==> config.mk <==
export PLATFORM = sky130hd
export DESIGN_NAME = tmr3_bus
export DESIGN_NICKNAME = d
export VERILOG_FILES = /design/src/rtl/tmr3_pkg.sv /design/src/rtl/tmr3_chan.sv /design/src/rtl/tmr3_irq.sv /design/src/rtl/tmr3_bus.sv
export SDC_FILE = /design/constraint.sdc
export NUM_CORES = 1
export LEC_CHECK = 0
export BUFFER_PORTS_ARGS = -buffer_cell sky130_fd_sc_hd__buf_2
export CORE_ASPECT_RATIO = 1.2
export CORE_UTILIZATION = 63
export CTS_BUF_LIST = sky130_fd_sc_hd__clkbuf_4 sky130_fd_sc_hd__clkbuf_8 sky130_fd_sc_hd__clkbuf_16
export CTS_CLUSTER_SIZE = 40
export DETAILED_ROUTE_END_ITERATION = 16
export PLACE_DENSITY = 0.87
export SKIP_LAST_GASP = 1
export SLEW_MARGIN = 10
export SYNTH_ARGS = -nofsm -noshare
export SYNTH_HDL_FRONTEND = slang
export SYNTH_SLANG_ARGS = --single-unit
export TNS_END_PERCENT = 100
==> constraint.sdc <==
create_clock -name clk -period 3.4 [get_ports clk]
set_input_delay 0.68 -clock clk [delete_from_list [all_inputs] [get_ports clk]]
set_output_delay 0.68 -clock clk [all_outputs]
set_load 0.01 [all_outputs]
==> src/rtl/tmr3_pkg.sv <==
package tmr3_pkg;
  localparam int CNT_W  = 16;
  localparam int BYTE_W = 8;
  localparam int NCH    = 3;
  localparam int ADDR_W = 3;

  typedef enum logic [1:0] {
    ACC_NONE = 2'b00,
    ACC_LO   = 2'b01,
    ACC_HI   = 2'b10,
    ACC_LOHI = 2'b11
  } acc_e;

  localparam logic [ADDR_W-1:0] A_CTRL  = 3'd3;
  localparam logic [ADDR_W-1:0] A_CLEAR = 3'd4;
endpackage

==> src/rtl/tmr3_chan.sv <==
module tmr3_chan
  import tmr3_pkg::*;
(
  input  logic              clk,
  input  logic              rst_n,
  input  logic              ctl_wr,
  input  logic              dat_wr,
  input  logic              dat_rd,
  input  logic [BYTE_W-1:0] wbyte,
  input  logic              tick,
  input  logic              gate,
  output logic [BYTE_W-1:0] mode,
  output logic [BYTE_W-1:0] rd_byte,
  output logic              expire
);
  logic [BYTE_W-1:0] mode_q;
  logic [CNT_W-1:0]  div_q, cnt_q, shown;
  logic              en_q, tog_q, counting;
  acc_e              acc;

  assign acc      = acc_e'(mode_q[5:4]);
  assign counting = en_q && gate && tick && !ctl_wr && !dat_wr;
  assign expire   = counting && (cnt_q == CNT_W'(1));
  assign mode     = mode_q;
  assign shown    = (en_q && gate) ? cnt_q : div_q;

  always_comb begin
    unique case (acc)
      ACC_LO:   rd_byte = shown[BYTE_W-1:0];
      ACC_HI:   rd_byte = shown[CNT_W-1:BYTE_W];
      ACC_LOHI: rd_byte = tog_q ? shown[CNT_W-1:BYTE_W] : shown[BYTE_W-1:0];
      default:  rd_byte = '0;
    endcase
  end

  always_ff @(posedge clk) begin
    if (!rst_n) begin
      mode_q <= '0;
      div_q  <= '0;
      cnt_q  <= '0;
      en_q   <= 1'b0;
      tog_q  <= 1'b0;
    end else if (ctl_wr) begin
      mode_q <= wbyte;
      en_q   <= 1'b0;
      tog_q  <= 1'b0;
    end else if (dat_wr) begin
      unique case (acc)
        ACC_LO: begin
          div_q[BYTE_W-1:0] <= wbyte;
          cnt_q <= {div_q[CNT_W-1:BYTE_W], wbyte};
          en_q  <= 1'b1;
        end
        ACC_HI: begin
          div_q[CNT_W-1:BYTE_W] <= wbyte;
          cnt_q <= {wbyte, div_q[BYTE_W-1:0]};
          en_q  <= 1'b1;
        end
        ACC_LOHI: begin
          if (tog_q) begin
            div_q[CNT_W-1:BYTE_W] <= wbyte;
            cnt_q <= {wbyte, div_q[BYTE_W-1:0]};
            en_q  <= 1'b1;
          end else begin
            div_q[BYTE_W-1:0] <= wbyte;
          end
          tog_q <= !tog_q;
        end
        default: ;
      endcase
    end else begin
      if (dat_rd && acc == ACC_LOHI) tog_q <= !tog_q;
      if (counting) cnt_q <= (cnt_q == CNT_W'(1)) ? div_q : cnt_q - CNT_W'(1);
    end
  end


  ctl_disables_chk: assert property (@(posedge clk) disable iff (!rst_n)
    ctl_wr |=> (!en_q && !tog_q));


  low_first_keeps_en_chk: assert property (@(posedge clk) disable iff (!rst_n)
    (dat_wr && !ctl_wr && acc == ACC_LOHI && !tog_q) |=> $stable(en_q));


  toggle_only_lohi_chk: assert property (@(posedge clk) disable iff (!rst_n)
    (acc != ACC_LOHI) |-> !tog_q);


  decrement_chk: assert property (@(posedge clk) disable iff (!rst_n)
    (counting && cnt_q != CNT_W'(1)) |=> (cnt_q == $past(cnt_q) - CNT_W'(1)));


  reload_chk: assert property (@(posedge clk) disable iff (!rst_n)
    expire |=> (cnt_q == div_q));
endmodule

==> src/rtl/tmr3_irq.sv <==
module tmr3_irq (
  input  logic clk,
  input  logic rst_n,
  input  logic expire,
  input  logic inhibit,
  input  logic clr,
  output logic irq
);
  logic set_req, irq_q;

  assign set_req = expire && !inhibit;
  assign irq     = irq_q;

  always_ff @(posedge clk) begin
    if (!rst_n)       irq_q <= 1'b0;
    else if (set_req) irq_q <= 1'b1;
    else if (clr)     irq_q <= 1'b0;
  end


  irq_set_chk: assert property (@(posedge clk) disable iff (!rst_n)
    set_req |=> irq_q);


  irq_clear_chk: assert property (@(posedge clk) disable iff (!rst_n)
    (clr && !set_req) |=> !irq_q);


  irq_inhibit_chk: assert property (@(posedge clk) disable iff (!rst_n)
    (!irq_q && !set_req) |=> !irq_q);
endmodule

==> src/rtl/tmr3_bus.sv <==
module tmr3_bus
  import tmr3_pkg::*;
(
  input  logic              clk,
  input  logic              rst_n,
  input  logic              req_valid,
  input  logic              req_write,
  input  logic [ADDR_W-1:0] req_addr,
  input  logic [BYTE_W-1:0] req_wdata,
  output logic              rsp_valid,
  output logic [BYTE_W-1:0] rsp_data,
  input  logic              tick,
  input  logic              gate0,
  input  logic              gate2,
  input  logic              inhibit_timers,
  output logic              clk_irq
);
  localparam int SEL_W = 2;

  logic              rd_fire, wr_fire, ctl_ok, clr_rd;
  logic [SEL_W-1:0]  sel_q, sel_in;
  logic [NCH-1:0]    gate_v, expire_v, ctl_v, dwr_v, drd_v;
  logic [BYTE_W-1:0] mode_a [NCH];
  logic [BYTE_W-1:0] byte_a [NCH];
  logic [BYTE_W-1:0] rd_mux, ctl_mux;
  logic              rsp_v_q;
  logic [BYTE_W-1:0] rsp_d_q;

  assign rd_fire = req_valid && !req_write;
  assign wr_fire = req_valid && req_write;
  assign sel_in  = req_wdata[7:6];
  assign ctl_ok  = wr_fire && req_addr == A_CTRL && sel_in != 2'd3;
  assign clr_rd  = rd_fire && req_addr == A_CLEAR;
  assign gate_v  = {gate2, 1'b1, gate0};

  for (genvar g = 0; g < NCH; g++) begin : g_ch
    assign ctl_v[g] = ctl_ok && sel_in == SEL_W'(g);
    assign dwr_v[g] = wr_fire && req_addr == ADDR_W'(g);
    assign drd_v[g] = rd_fire && req_addr == ADDR_W'(g);
    tmr3_chan u_chan (
      .clk     (clk),
      .rst_n   (rst_n),
      .ctl_wr  (ctl_v[g]),
      .dat_wr  (dwr_v[g]),
      .dat_rd  (drd_v[g]),
      .wbyte   (req_wdata),
      .tick    (tick),
      .gate    (gate_v[g]),
      .mode    (mode_a[g]),
      .rd_byte (byte_a[g]),
      .expire  (expire_v[g])
    );
  end

  tmr3_irq u_irq (
    .clk     (clk),
    .rst_n   (rst_n),
    .expire  (expire_v[1]),
    .inhibit (inhibit_timers),
    .clr     (clr_rd),
    .irq     (clk_irq)
  );

  always_comb begin
    rd_mux  = '0;
    ctl_mux = '0;
    for (int i = 0; i < NCH; i++) begin
      if (req_addr == ADDR_W'(i)) rd_mux  = byte_a[i];
      if (sel_q == SEL_W'(i))     ctl_mux = mode_a[i];
    end
    if (req_addr == A_CTRL) rd_mux = ctl_mux;
  end

  always_ff @(posedge clk) begin
    if (!rst_n) begin
      sel_q   <= '0;
      rsp_v_q <= 1'b0;
      rsp_d_q <= '0;
    end else begin
      if (ctl_ok) sel_q <= sel_in;
      rsp_v_q <= rd_fire;
      if (rd_fire) rsp_d_q <= rd_mux;
    end
  end

  assign rsp_valid = rsp_v_q;
  assign rsp_data  = rsp_d_q;


  rsp_follows_read_chk: assert property (@(posedge clk) disable iff (!rst_n)
    rd_fire |=> rsp_valid);


  no_rsp_without_read_chk: assert property (@(posedge clk) disable iff (!rst_n)
    !rd_fire |=> !rsp_valid);


  clear_reads_zero_chk: assert property (@(posedge clk) disable iff (!rst_n)
    clr_rd |=> (rsp_data == '0));


  bad_select_keeps_sel_chk: assert property (@(posedge clk) disable iff (!rst_n)
    (wr_fire && req_addr == A_CTRL && sel_in == 2'd3) |=> $stable(sel_q));
endmodule

# After elaboration in Yosys (flattened, before gate mapping)
# Cells that the tools add are included.
# op_classes
n_addsub	3
eq_ne	36
mux	60
n_bitwise	4
reduce_logical	81
# op_table
cell	count
$mux 16	15
$pmux 16 s3	3
$mux 8	16
$pmux 8 s2	6
$pmux 8 s3	3
$eq 16x1->1 const B	3
$sub 16x1->16 const B	3
$reduce_and 4->1	9
$reduce_bool 2->1	16
$logic_and 1x1->1	30
$eq 2x2->1 const B	8
$mux 1	14
$ne 2x2->1 const B	7
$ne 4x4->1 const B	3
$reduce_or 2->1	6
$logic_not 1->1	11
$eq 2x1->1 const B	5
$ne 3x3->1 const B	3
$reduce_and 3->1	3
$eq 3x2->1 const B	2
$ne 2x1->1 const B	3
$pmux 1 s2	3
$reduce_and 2->1	3
$logic_not 2->1	2
other kinds (4)	7
# word_totals
regBits	138
input_bits	19
out_inout_bits	10
elab_cells	206

# Longest topological paths before layout
# depth
depth_word	10
ltp_mapped	9
depth_no_buf	7

# Hierarchy
# Synthesis repeated with hierarchy kept, for this count alone.
# unflattened
hier_cells	1088
area_unflattened_um2	9232.6
# modules_own_cells
mod	n_inst	cells_each	area_per_inst_um2	seq_area_each_um2
tmr3_chan at g_ch[1].u_chan ...	2	322	2715.1	840.8
tmr3_chan at g_ch[0].u_chan	1	328	2777.7	840.8
tmr3_bus	1	112	980.9	220.2
tmr3_irq	1	4	43.8	20.0

# Least setup slack after synthesis
# No wires, ideal clock.
# synth_timing
kind	input to register
from	input req_addr[0]
to	register g_ch[2].u_chan.cnt_q[10]
setup_ns	0.119
arrival_ns	2.464
required_ns	3.281
setup_slack_ns	0.817
cell_stages	6
path_buffers	1
path_cell_list	buf_2 > or3b_2 > nor3_2 > a21oi_1 > o221a_1 > o221a_2
# synth_between
elab_chain_len	9
elab_cells_between_ends	16
classes_between	eq/ne (4); mux (1); bitwise (1); reduce/logical (10)
# synth_rtl
element	line_no	rtl
from (decl)	tmr3_bus.sv:8	input logic [ADDR_W-1:0] req_addr,
$eq 3x2->1	tmr3_bus.sv:32	assign ctl_ok = wr_fire && req_addr == A_CTRL && sel_in != 2'd3;
$logic_and 1x1->1 (2 in a row)	tmr3_bus.sv:32	
$logic_and 1x1->1	tmr3_bus.sv:37	assign ctl_v[g] = ctl_ok && sel_in == SEL_W'(g);
$logic_not 1->1	tmr3_chan.sv:22	assign counting = en_q && gate && tick && !ctl_wr && !dat_wr;
$logic_and 1x1->1 (2 in a row)	tmr3_chan.sv:22	
$reduce_bool 2->1 (no source line)	n/a	
$reduce_and 4->1 (no source line)	n/a	
to (signal assigned)	tmr3_chan.sv:51	cnt_q <= {div_q[CNT_W-1:BYTE_W], wbyte};
to (signal assigned)	tmr3_chan.sv:56	cnt_q <= {wbyte, div_q[BYTE_W-1:0]};
to (signal assigned)	tmr3_chan.sv:62	cnt_q <= {wbyte, div_q[BYTE_W-1:0]};
to (decl)	tmr3_chan.sv:17	logic [CNT_W-1:0] div_q, cnt_q, shown;
# Parallel ways exist; a longest one is shown, timed or not.
# A chain may end at the register's enable or synchronous reset.

# Worst setup path after layout
# layout_timing
from	register g_ch[2].u_chan.cnt_q[0]
to	register g_ch[2].u_chan.cnt_q[4]
# layout_between
elab_chain_len	4
elab_cells_between_ends	5
classes_between	add/sub (1); eq/ne (1); mux (3)
# layout_rtl
element	line_no	rtl
$sub 16x1->16 or $eq 16x1->1 (tied branches)	n/a	
$mux 16 (*) (2 in a row)	tmr3_chan.sv:73	if (counting) cnt_q <= (cnt_q == CNT_W'(1)) ? div_q : cnt_q - CNT_W'(1);
$mux 16 (*)	tmr3_chan.sv:47	end else if (dat_wr) begin
# Every way passes the cells marked *; elsewhere a longest branch is shown, timed or not. The select of a mux whose other input is x is not followed.

==> results.md <==
* Worst Setup SP: g_ch[2].u_chan.cnt_q[0]
* Setup ws final at 613 ps
* Mapped Area at 8570 um^2
* Hold slack at 436 ps
* Post-layout utilization of the core at 0.714
* Core Area at 13,200 um^2
* Tcrit/Tclk final at 0.820
* Place WS at 551 ps
* Fmax at 359 MHz
* Final GP Congestion at 0.998
* Vias at 8,457
* WL final at 26.7 mm
* Worst-path clk slew at 70 ps
* Max VDD drop at 0.315 mV
* Die Width at 108 um
* Crit-path cells: ha_1 > or4b_2 > or4_4 > a211oi_1 > nor4_1 > a211o_1
* Die footprint at 14,100 um^2
* Worst-Skew Late Latency at 440 ps
* Sequential area share after synthesis at 0.322
* Synth-to-layout area growth at 10.3%
* Max incr delay on CP at 670 ps
* Worst Path Max Fanout at 13
* Clock root cell: clkbuf_16
* Fill count at 1,013
* Inst Count DP at 1,166
* Post-synth EDFFs at 0
* Clock sink count at 138
* Final Max Tran Viols at 0
* Max_slew headroom at 0.167
* Status: finished, final reports clean
* Setup_tns at 0 ps
* Crit Path Class: flop to flop
* Post-CTS setup buffer count at 0
* Startpoint types: flop
* Rows at 46
* Final net count at 1,054
* I/O pin count at 29
* Worst Path Required at 3730 ps
* Worst path slowest cell: or4b_2
* Distinct cells, synth at 77
* CTS tree: yes
* Synth Area per Inst at 8.45 um^2
* Worst slew pin tran at 1240 ps
* Min-delay src: g_ch[2].u_chan.mode[6]
* Gr ovfl total at 0
* Crit path DAT at 3110 ps
* Synth Flop Type: dfxtp_1
* RSZ-0062 raised after global routing: no
* Pwr Density at 397 nW/um^2
* DRT antenna net count at 0
* Crit. End Element: flop
* CTS Buffer Depth at 2
* R2r setup slk at 610 ps
* Max-cap violations at 0
* Post-synthesis instance total at 1,015
* First-pass GRT wire length at 41.4 mm
* Hold Crit Class: flop to flop
* Leak pwr at 3.76 nW
* Resize count post-CTS at 0
* # DRC at 0
* Detail Placement HPWL at 18.0 mm
* H-tree depth at 4
* PortBufs at 28
* CTS Buf Count at 17
* Syn_nets at 1,052
* Starting DRC count in detailed routing at 849
* Chip height at 130 um
* # hold bufs at CTS at 0
* Gr usage total at 0.387
* Design Power at 3.76 mW
* 1st-pass router iterations at 5
* Initial Utilization at 0.648
* Largest net degree at the start of global routing at 47
* Dpl cell area at 8850 um^2
* Reg2reg start: g_ch[2].u_chan.cnt_q[0]
* Non-filler instance count after layout at 1,200
* Final setup viols at 0
* Layout cells sized above 1 at 0.150
* Setup Skew at 8.18 ps
* Drt wl/cell at 22.3 um
* Ys async rst share at 0
* Ys Warns at 0
* Crit path time final at 2790 ps
* Yosys reg bits at 138
* Vias per Instance at 7.05
* Number of global-route vias before repair at 7,791
* Final hold violation count at 0
* Antenna violations before repair at 2
* Final instance area at 9460 um^2
## flip-flops by register name, summed over array words and instances, names as in the netlist
name,count
rsp_data,8
g_ch.u_chan.mode,24
u_irq.irq,1
g_ch.u_chan.tog_q,3
g_ch.u_chan.cnt_q,48
sel_q,2
g_ch.u_chan.div_q,48
g_ch.u_chan.en_q,3
rsp_valid,1
## where the power goes
part / total, mW / switching, mW / internal, mW
logic: 0.175 / 0.129 / 0.0467
clock network: 1.95 / 0.829 / 1.12
registers: 1.63 / 0.00597 / 1.62
## synth_stat cells, types with 5 or more instances
master / number / area [um^2]
o32ai_1: 5 / 43.8
nor3_1: 22 / 110
nand3_1: 30 / 150
xor2_1: 8 / 70.1
o21a_1: 11 / 82.6
or2_2: 10 / 62.6
and2_1: 6 / 37.5
xnor2_1: 8 / 70.1
o211ai_1: 27 / 203
ha_1: 18 / 225
or3_1: 7 / 43.8
inv_1: 28 / 105
dfxtp_1: 138 / 2760
nor2b_1: 5 / 31.3
mux2i_1: 107 / 1070
nor4_1: 14 / 87.6
o2111ai_1: 10 / 87.6
and3_1: 6 / 37.5
nand2b_1: 8 / 50.1
a2bb2oi_1: 8 / 70.1
a211oi_1: 9 / 67.6
a221oi_1: 23 / 201
o311ai_0: 5 / 43.8
nand4_1: 8 / 50.1
o22ai_1: 17 / 106
o21ai_0: 48 / 240
a211o_1: 6 / 52.6
o221ai_1: 12 / 105
nand2_1: 60 / 225
nor2_1: 111 / 417
mux2_2: 27 / 304
clkbuf_1: 62 / 233
or4_1: 8 / 60.1
buf_1: 6 / 22.5
a21oi_1: 41 / 205
o31ai_1: 6 / 45.0
buf_2: 7 / 35.0
## final timing paths
path	endpoint	depth (start not counted)
setup / recovery	g_ch[2].u_chan.cnt_q[4]	6
hold / removal	g_ch[2].u_chan.mode[6]	2
setup reg to reg	g_ch[2].u_chan.cnt_q[4]	6
hold reg to reg	g_ch[2].u_chan.mode[6]	2
## worst max-delay path: cells and delay by family, from the launching register on
kind / cells / cell delay, ps
simple gates: 3 / 1400
compound gates: 2 / 660
flops: 1 / 440
fa+ha+maj: 1 / 180
## layer usage
layer  wire (um)  GRT usage
met1       10100      0.476
met2       12200      0.605
met3        2720     0.0809
met4        1650      0.266
met5           0          0
## cell type report
type / count / area, um^2 / area share
diodes: 2 / 5.00 / 0.000529
clock buffers: 18 / 433 / 0.0458
clock inverters: 14 / 174 / 0.0184
inverters: 28 / 105 / 0.0111
multi-input cells: 771 / 5380 / 0.569
flip-flops and latches: 138 / 2760 / 0.292
well taps: 168 / 210 / 0.0222
repair buffers: 61 / 388 / 0.0410
## kinds of logic (layout without fill, tap and decap cells)
kind of cell / count (synthesis) / in the layout / share of synthesized area
other cells: 0 / 2 / 0
flops: 138 / 138 / 0.322
fa+ha+maj: 18 / 18 / 0.0263
simple gates: 326 / 326 / 0.193
buf+inv: 106 / 121 / 0.0501
compound gates: 277 / 277 / 0.232
mux: 134 / 134 / 0.160
xor+xnor: 16 / 16 / 0.0163
## cells in the final DEF, fill, tap and decap left out, drive strengths merged, types with 17 or more instances in the layout
cell	n
inv	37
nand2	60
a221oi	23
mux2	27
nor4	18
ha	18
nor2	112
buf	61
o211ai	27
nand3	30
mux2i	107
nor3	23
clkbuf	18
dfxtp	138
o21ai	48
o22ai	17
a21oi	43
No activity file was read; power rests on OpenSTA's default activity.
